===== src/rtl/gate_pkg.sv =====
`timescale 1ns/1ps
package gate_pkg;

    typedef enum logic {
        SRC_PIN = 1'b0,
        SRC_CNT = 1'b1
    } rail_src_e;

    typedef struct packed {
        logic      gate_en;
        rail_src_e src;
    } rail_mode_t;

    function automatic logic rail_pick(input rail_mode_t m,
                                       input logic pin_v,
                                       input logic cnt_v);
        if (!m.gate_en)
            return 1'b0;
        return (m.src == SRC_CNT) ? cnt_v : pin_v;
    endfunction

endpackage


===== src/rtl/gate_cfg_reg.sv =====
`timescale 1ns/1ps
module gate_cfg_reg
    import gate_pkg::*;
#(
    parameter int NCH = 8
) (
    input  logic             clk,
    input  logic             rst,
    input  logic             we,
    input  rail_mode_t       mode_d,
    input  logic [NCH-1:0]   mask_d,
    output rail_mode_t       mode_q,
    output logic [NCH-1:0]   mask_q
);

    always_ff @(posedge clk) begin
        if (rst) begin
            mode_q <= '{gate_en: 1'b0, src: SRC_PIN};
            mask_q <= '0;
        end else if (we) begin
            mode_q <= mode_d;
            mask_q <= mask_d;
        end
    end

endmodule


===== src/rtl/gate_rail_gen.sv =====
`timescale 1ns/1ps
module gate_rail_gen
    import gate_pkg::*;
#(
    parameter int CNT_W = 3
) (
    input  logic       clk,
    input  logic       rst,
    input  rail_mode_t mode,
    input  logic       rail_pin,
    output logic       rail
);

    localparam int TOP = CNT_W - 1;

    logic [CNT_W-1:0] cnt_q;

    always_ff @(posedge clk) begin
        if (rst)
            cnt_q <= '0;
        else
            cnt_q <= cnt_q + 1'b1;
    end

    assign rail = rail_pick(mode, rail_pin, cnt_q[TOP]);

endmodule


===== src/rtl/gate_hold_bank.sv =====
`timescale 1ns/1ps
module gate_hold_bank #(
    parameter int NCH = 8
) (
    input  logic           clk,
    input  logic           rst,
    input  logic           rail,
    input  logic [NCH-1:0] mask,
    input  logic [NCH-1:0] pin_in,
    output logic [NCH-1:0] core_out
);

    logic [NCH-1:0] hold_q;

    for (genvar i = 0; i < NCH; i++) begin : g_ch
        always_ff @(posedge clk) begin
            if (rst)
                hold_q[i] <= 1'b0;
            else if (!rail)
                hold_q[i] <= pin_in[i];
        end
        assign core_out[i] = (rail && mask[i]) ? hold_q[i] : pin_in[i];
    end

endmodule


===== src/rtl/gate_hold_top.sv =====
`timescale 1ns/1ps
module gate_hold_top
    import gate_pkg::*;
#(
    parameter int NCH   = 8,
    parameter int CNT_W = 3
) (
    input  logic           clk,
    input  logic           rst,
    input  logic           cfg_we,
    input  logic           cfg_gate_en,
    input  logic           cfg_src_cnt,
    input  logic [NCH-1:0] cfg_mask,
    input  logic           rail_pin,
    input  logic           user_obs_d,
    input  logic [NCH-1:0] pin_in,
    output logic [NCH-1:0] core_out,
    output logic           obs_out
);

    rail_mode_t     mode_d;
    rail_mode_t     mode_q;
    logic [NCH-1:0] mask_q;
    logic           rail;

    assign mode_d.gate_en = cfg_gate_en;
    assign mode_d.src     = rail_src_e'(cfg_src_cnt);

    gate_cfg_reg #(.NCH(NCH)) cfg_i (
        .clk    (clk),
        .rst    (rst),
        .we     (cfg_we),
        .mode_d (mode_d),
        .mask_d (cfg_mask),
        .mode_q (mode_q),
        .mask_q (mask_q)
    );

    gate_rail_gen #(.CNT_W(CNT_W)) rail_i (
        .clk      (clk),
        .rst      (rst),
        .mode     (mode_q),
        .rail_pin (rail_pin),
        .rail     (rail)
    );

    gate_hold_bank #(.NCH(NCH)) bank_i (
        .clk      (clk),
        .rst      (rst),
        .rail     (rail),
        .mask     (mask_q),
        .pin_in   (pin_in),
        .core_out (core_out)
    );

    assign obs_out = mode_q.gate_en ? rail : user_obs_d;

endmodule


===== config.mk =====
export PLATFORM = sky130hd
export DESIGN_NAME = gate_hold_top
export DESIGN_NICKNAME = d
export VERILOG_FILES = /design/src/rtl/gate_pkg.sv /design/src/rtl/gate_cfg_reg.sv /design/src/rtl/gate_rail_gen.sv /design/src/rtl/gate_hold_bank.sv /design/src/rtl/gate_hold_top.sv
export SDC_FILE = /design/constraint.sdc
export NUM_CORES = 1
export LEC_CHECK = 0
export BUFFER_PORTS_ARGS = -buffer_cell sky130_fd_sc_hd__buf_2
export CAP_MARGIN = 20
export CORE_MARGIN = 2
export CORE_UTILIZATION = 45
export DETAILED_ROUTE_END_ITERATION = 12
export HOLD_SLACK_MARGIN = 0.02
export PLACE_DENSITY = 0.74
export RECOVER_POWER = 25
export SYNTH_ARGS = -nofsm -noshare
export SYNTH_HDL_FRONTEND = slang
export SYNTH_SLANG_ARGS = --single-unit

===== constraint.sdc =====
create_clock -name clk -period 1.9 [get_ports clk]
set_input_delay 0.38 -clock clk [delete_from_list [all_inputs] [get_ports clk]]
set_output_delay 0.38 -clock clk [all_outputs]
set_load 0.1 [all_outputs]

==> metrics.md, run 1 <==
| Metric | Value |
|---|---|
| Status | finished, violations left |
| Failing checks | negative setup slack |
| Remaining DRCs | 0 |
| Max Fanout on Critical Path | 4 |
| Cts-stage hold buffer count | 0 |
| Critical path class | reg -> out |
| Final Hold Vio Count | 0 |
| YS warnings | 0 |
| Nets | 161 |
| DR pass1 iterations | 4 |
| Final WL | between 2 and 2.5 mm |
| Global-route wire length before repair | between 3 and 4 mm |
| RePlAce Congestion | 0.741 |
| Worst Setup Start Kind | register |
| TritonCTS clock tree | done |
| Delay of the slowest critical-path stage | 0.41 ns |
| PwrDens | 698 mW/mm² |
| Final std cells w/o fill | approximately 160 |
| Core area | ~0.0020 mm² |
| Largest delay share family, worst path | multiplexers |
| Via count | about 800 |
| RSZ-0062 raised after global routing | yes |
| Worst skew pair latency | 0.30 ns |
| H-Tree Depth | 1 |
| Worst path bufs/invs | 1 |
| Worst hold slack | 0.309 ns |
| CTS Buffer Depth | 2 |
| Worst slew margin | 32.5% |
| Max frequency | 504 MHz |
| Drt wl/cell | between 10 and 15 µm |
| Least-Margin Pin Slew | 1.01 ns |
| Worst IR Drop VDD | 0.000450 V |
| Critical path arrival | roughly 1.6 ns |
| Starting Density | approximately half |
| Syn Std Cell Area | roughly 990 µm² |
| Vias in the first global route | 805 |
| Crit path cell chain | mux2i_4, nor2_2, mux2_4, buf_12 |
| Final setup TNS | -0.638 ns |
| Dpl cells | 157 |
| Hpwl dp | 1.46 mm |
| Clock slew at reported path FFs | 0.11 ns |
| Final setup violation count | 9 |
| Seq/Total Area, Yosys | between 40% and 50% |
| I/O pin total | 32 |
| Syn avg cell area | 9.62 µm² |
| Commonest non-fill, non-tap cell in the layout | buf_2 |
| Fillers | 172 |
| Hold Path Origin | cfg_gate_en |
| GRT Overall Usage | a little under a fifth |
| Final Max Tran Viols | 0 |
| Pin count of the biggest net entering global routing | 30 |
| Worst setup margin | -0.0846 ns |
| Commonest non-fill, non-tap cells in the layout | 21 x buf_2, 18 x mux2i_1, 18 x dfxtp_1, 16 x nor2_1, 16 x nand2b_1 |
| Syn Inst Count | 103 |
| Worst-case clock skew | between 0.001 and 0.0015 ns |
| Dpl ws | between 0.1 and 0.15 ns |
| Worst reg2reg path startpoint | cfg_i.mode_q[0]$_SDFFE_PP0P_ |
| Leakage | 0.000588 µW |
| Layout cell share with drive strength beyond 1 | between 30% and 40% |
| Port Buffers | 31 |
| Worst hold path class | in -> reg |
| Detail Route Antenna Nets | 0 |
| Worst Setup SP | cfg_i.mode_q[0]$_SDFFE_PP0P_ |
| Clock Root Buffer | clkbuf_4 |
| Num CTS Buffers | 3 |
| Antenna diodes | 0 |
| Die extent in x | 50.9 µm |
| Antenna violations before repair | 0 |
| Die area | 0.00259 mm² |
| Via/cell ratio | a little under 5 |
| Seq cells post-synth | 21 |
| Global route total overflow | 0 |
| Tmin final | 1.98 ns |
| Die Span Y | 50.9 µm |
| Final period utilization | 104% |
| Initial drt markers | 10 |
| Max_cap viols | 0 |
| Slowest CP cell | dfxtp_4 |
| Area grow syn2layout | 40.7% |
| Yosys cell types | 15 |
| Worst setup EP type | output pin |
| Req. time, crit path | 1.52 ns |
| Syn Nets | 127 |
| Final Power | between 900 and 1000 µW |
| Placement Rows | 16 |
| Clk sinks | 21 |
==> worst register-to-register path, stage by stage, from the launching register on <==
cell and delay, ns:
dfxtp_4 0.41, mux2i_4 0.34, buf_6 0.15, nor2_4 0.03
buf_4 0.18, mux2i_1 0.13
==> power by group <==
group          internal [µW]  switching [µW]  leakage, µW
combinational            117             154     0.000397
sequential               469            22.0     0.000176
clock                   81.8             129    0.0000150
total                    668             305     0.000588
==> layout make-up <==
type	count	area [µm²]	share of cell area, %
well taps	27	33.8	2.42
clock buffers	4	26.3	1.89
flip-flops and latches	21	427	30.6
inverters	1	3.75	0.269
repair buffers	33	308	22.1
multi-input cells	77	596	42.7
==> Yosys cell counts <==
library cell	n	area, µm²
dfxtp_1	21	420
inv_1	1	3.75
nand2b_1	16	100
mux2_2	8	90.1
nor2_1	20	75.1
mux2i_1	18	180
a21o_2	1	8.76
xnor2_1	1	8.76
nand2_1	8	30.0
buf_2	2	10.0
ha_1	1	12.5
nor2b_1	1	6.26
clkbuf_1	3	11.3
mux2i_4	1	22.5
nor2_4	1	11.3
==> cells by family after synthesis <==
family,after synthesis,share of synthesized area (%)
AOI/OAI and AO/OA,1,0.884
xor gates and xnor gates,1,0.884
adders and majority gates,1,1.26
buffers and inverters,6,2.52
DFF,21,42.4
muxes,27,29.5
and+or+nand+nor,46,22.5
==> routing by layer <==
metal  up-vias  share of wire [%]  global-route usage (%)  routed length, µm
met5         -                  0                       0                  0
met3         4                5.2                    2.63                110
met1       374                 42                    23.1                896
met2        24                 50                    32.7               1060
met4         0                1.8                    8.11                 39
li1        402                  -                       -                  -
==> registers in the layout, indices dropped and copies added, names as in the netlist <==
register / flops
bank_i.hold_q: 8
cfg_i.mask_q: 8
rail_i.cnt_q: 3
cfg_i.mode_q: 2
==> what timing repair did <==
| action | in CTS | in global routing |
|---|---|---|
| pin swaps | 3 | 0 |
| gates resized for setup | 13 | 1 |
| setup endpoints to repair | 9 | 9 |
| buffers inserted | 1 | 0 |
| gates cloned | 1 | 0 |
==> stage by stage <==
| stage | instance area, µm² | util (%) |
|---|---|---|
| after global routing | 1390 | 68.9 |
| after detailed placement | 1300 | 64.4 |
| after floorplan | 991 | - |
| after global placement | 1300 | 64.4 |
| after CTS | 1390 | 68.7 |
| final | 1390 | 68.9 |
==> path summary, 6_finish.rpt <==
kind | end | slack (ns) | depth (start not counted)
max | core_out[5] | -0.08 | 4
max reg2reg | bank_i.hold_q[5]$_SDFFE_PP0N_ | 0.55 | 5
min | cfg_i.mode_q[1]$_SDFFE_PP0P_ | 0.31 | 3
min reg2reg | rail_i.cnt_q[0]$_SDFF_PP0_ | 0.43 | 1
Power figures use the tool's default switching activity.
==> run 2: changes to the inputs <==
--- a/config.mk
+++ b/config.mk
@@ -11,8 +11,9 @@
 export CORE_UTILIZATION = 45
 export DETAILED_ROUTE_END_ITERATION = 12
 export HOLD_SLACK_MARGIN = 0.02
-export PLACE_DENSITY = 0.74
+export PLACE_DENSITY = 0.75
 export RECOVER_POWER = 25
 export SYNTH_ARGS = -nofsm -noshare
 export SYNTH_HDL_FRONTEND = slang
+export SYNTH_HIERARCHICAL = 1
 export SYNTH_SLANG_ARGS = --single-unit
==> run 2 against run 1 <==
The run still ends with negative setup slack left. Global-route usage down 2.1 points. Clock power up 2%. Setup slack got worse by 0.094 ns. Clock-buffer cell count shrank 1. Die area decreased by 5.9%. Final cell count shrank 8.0%. Maximum frequency shrank 4.5%. Register-to-register slack worse by 0.20 ns. Clock skew grew 0.0062 ns. Synthesized cell count shrank 17%. Flip-flop and latch count unchanged. Utilization up 1.5 points. Critical endpoint is now core_out[7].
==> metrics.md, run 2 <==
| Metric | Value |
|---|---|
| Req. time, crit path | 1.52 ns |
| Die area | 0.00244 mm² |
| Routed wl met2 | 949 µm |
| Yosys cell types | 13 |
| Max Fanout on Critical Path | 8 |
| WL met1 | 769 µm |
| Commonest cells in the netlist | 21 x dfxtp_1, 20 x nor2_1, 19 x mux2i_1 |
| Global route total overflow | 0 |
| Final WL | 1.83 mm |
| Initial drt markers | 1 |
| Via count | between 700 and 800 |
| Failing checks | negative setup slack |
| TritonCTS clock tree | done |
| Seq cells post-synth | 21 |
| Number of synthesized flops with an enable pin | 0 |
| Most frequent cell after synthesis | dfxtp_1 |
| Uppermost layer routed | met4 |
| Clock Root Buffer | clkbuf_4 |
| Final setup violation count | 9 |
| Worst hold path class | in -> reg |
| Die extent in x | 49.4 µm |
| Pin count of the biggest net entering global routing | 22 |
| Die Span Y | 49.4 µm |
| Seq/Total Area, Yosys | between 40% and 50% |
| Clk sinks | 21 |
| Top cells by area, synth | dfxtp_1 45%, mux2i_1 21%, nor2_1 8.1% |
| Final Max Tran Viols | 0 |
| Port Buffers | 31 |
| RePlAce Congestion | between 0.6 and 0.7 |
| CTS Buffer Depth | 2 |
| Met3 routed WL | roughly 83 µm |
| Least-Margin Pin Slew | ~0.84 ns |
| Yosys top cell by area | dfxtp_1 |
| DR pass1 iterations | 3 |
| Post-synth ARST share | 0% |
| Final period utilization | 109% |
| Global-route wire length before repair | 3.15 mm |
| Clock slew at reported path FFs | 0.12 ns |
| Final std cells w/o fill | 150 |
| Antenna violations before repair | 0 |
| Syn Std Cell Area | 927 µm² |
| Antenna diodes | 0 |
| GRT Overall Usage | 16.7% |
| Via/cell ratio | between 4 and 5 |
| Syn Inst Count | 86 |
| Critical path arrival | approximately 1.7 ns |
| Max frequency | about 480 MHz |
| Fillers | 154 |
| Leakage | 0.000713 µW |
| Syn avg cell area | 10.8 µm² |
| Vias in the first global route | 722 |
| H-Tree Depth | 1 |
| Max_cap viols | 0 |
| Top cell type's share of synthesized area | between 40% and 50% |
| Remaining DRCs | 0 |
| YS warnings | 6 |
| Commonest non-fill, non-tap cells in the layout | 21 x buf_2, 20 x nor2_1, 20 x dfxtp_1, 19 x mux2i_1, 10 x buf_12 |
| Layout cell share with drive strength beyond 1 | 48.8% |
| I/O pin total | 32 |
| RSZ-0062 raised after global routing | yes |
| Final Core Density | 70.5% |
| Dpl ws | approximately 0.027 ns |
| Worst Setup Start Kind | register |
| Worst setup margin | -0.179 ns |
| Critical path class | reg -> out |
| Area grow syn2layout | 49.1% |
| Dpl cells | 140 |
| Regs by FF count | bank_i/hold_q: 8 flops, cfg_i/mask_q: 8 flops, rail_i/cnt_q: 3 flops |
| Syn Nets | 110 |
| Worst skew pair latency | between 0.3 and 0.4 ns |
| Detail Route Antenna Nets | 0 |
| Worst slew margin | 43.8% |
| Placement Rows | 16 |
| Nets | roughly 150 |
| Num CTS Buffers | 3 |
| Cts-stage hold buffer count | 0 |
| Tmin final | 2.08 ns |
| Core area | 0.00196 mm² |
| Ys flop type | dfxtp_1 |
| Drt wl/cell | 12.2 µm |
| Commonest non-fill, non-tap cell in the layout | buf_2 |
| Status | finished, violations left |
| Worst setup EP type | output pin |
| Starting Density | approximately 47% |
| PwrDens | roughly 700 mW/mm² |
| Worst IR Drop VDD | 0.000493 V |
| Worst-case clock skew | 0.00760 ns |
| Final Hold Vio Count | 0 |
-- run 2: cell count changes after synthesis, moves of 2 or more --
cell	previous run	this run
mux2_2	8	6
nand2_1	8	6
buf_1	0	2
clkbuf_1	3	0
nand2b_1	16	0
buf_2	2	0
mux2_4	0	3
buf_6	0	2
nand2_4	0	2
-- run 2: cell type report --
| type | instances | area, µm² | share of cell area (%) |
|---|---|---|---|
| Clock buffer | 3 | 22.5 | 1.63 |
| Clock inverter | 1 | 5.00 | 0.362 |
| Multi-Input combinational cell | 60 | 517 | 37.4 |
| Sequential cell | 21 | 422 | 30.5 |
| Tap cell | 27 | 33.8 | 2.44 |
| Timing Repair Buffer | 38 | 383 | 27.7 |
-- run 2: timing repair --
item                                    CTS  global route
buffers inserted                          4             1
endpoints found under the setup margin    8             9
cloned                                    1             0
resized for setup                        18             0
-- run 2: metrics by stage --
stage | instance area (µm²) | hold slack (ns) | TNS, ns | power [µW]
final | 1380 | 0.298 | -1.47 | 965
after CTS | 1380 | 0.305 | -1.42 | 970
after global routing | 1380 | 0.290 | -1.93 | 1010
after detailed placement | 1220 | 0.417 | 0 | 737
after global placement | 1220 | 0.407 | 0 | 731
after floorplan | 927 | 0.395 | 0 | 652
-- run 2: kinds of logic (layout without fill, tap and decap cells) --
logic type | after synthesis | count (layout) | share of synthesized area [%]
XOR/XNOR | 1 | 1 | 0.945
adder cells (fa/ha/maj) | 1 | 1 | 1.35
buffers and inverters | 5 | 42 | 5.40
flip-flops | 21 | 21 | 45.3
multiplexers | 28 | 28 | 32.7
AND/OR/NAND/NOR | 30 | 30 | 14.3
-- run 2: routing by layer --
layer | track usage [%] | vias up
li1 | - | 359
met1 | 20.7 | 321
met2 | 28.2 | 19
met3 | 3.37 | 3
met4 | 6.94 | 0
met5 | 0 | -
-- run 2: worst max-delay path, cell delays in order, from the launching register on --
cell	delay, ns
dfxtp_2	0.36
mux2i_1	0.24
nor2b_2	0.09
buf_12	0.16
nand2_2	0.07
mux2_4	0.31
buf_12	0.17
-- run 2: worst paths after layout --
| path | from | to | slack [ns] | cells past startpoint |
|---|---|---|---|---|
| max | cfg_i/mode_q[0]$_SDFFE_PP0P_ | core_out[7] | -0.18 | 6 |
| min | cfg_mask[2] | cfg_i/mask_q[2]$_SDFFE_PP0P_ | 0.30 | 3 |
| max reg2reg | cfg_i/mode_q[0]$_SDFFE_PP0P_ | bank_i/hold_q[5]$_SDFFE_PP0N_ | 0.35 | 7 |
| min reg2reg | rail_i/cnt_q[0]$_SDFF_PP0_ | rail_i/cnt_q[0]$_SDFF_PP0_ | 0.44 | 1 |
-- run 2: power breakdown --
group | switching, µW | internal, µW
clock | 136 | 78.7
sequential | 19.1 | 469
combinational | 145 | 118
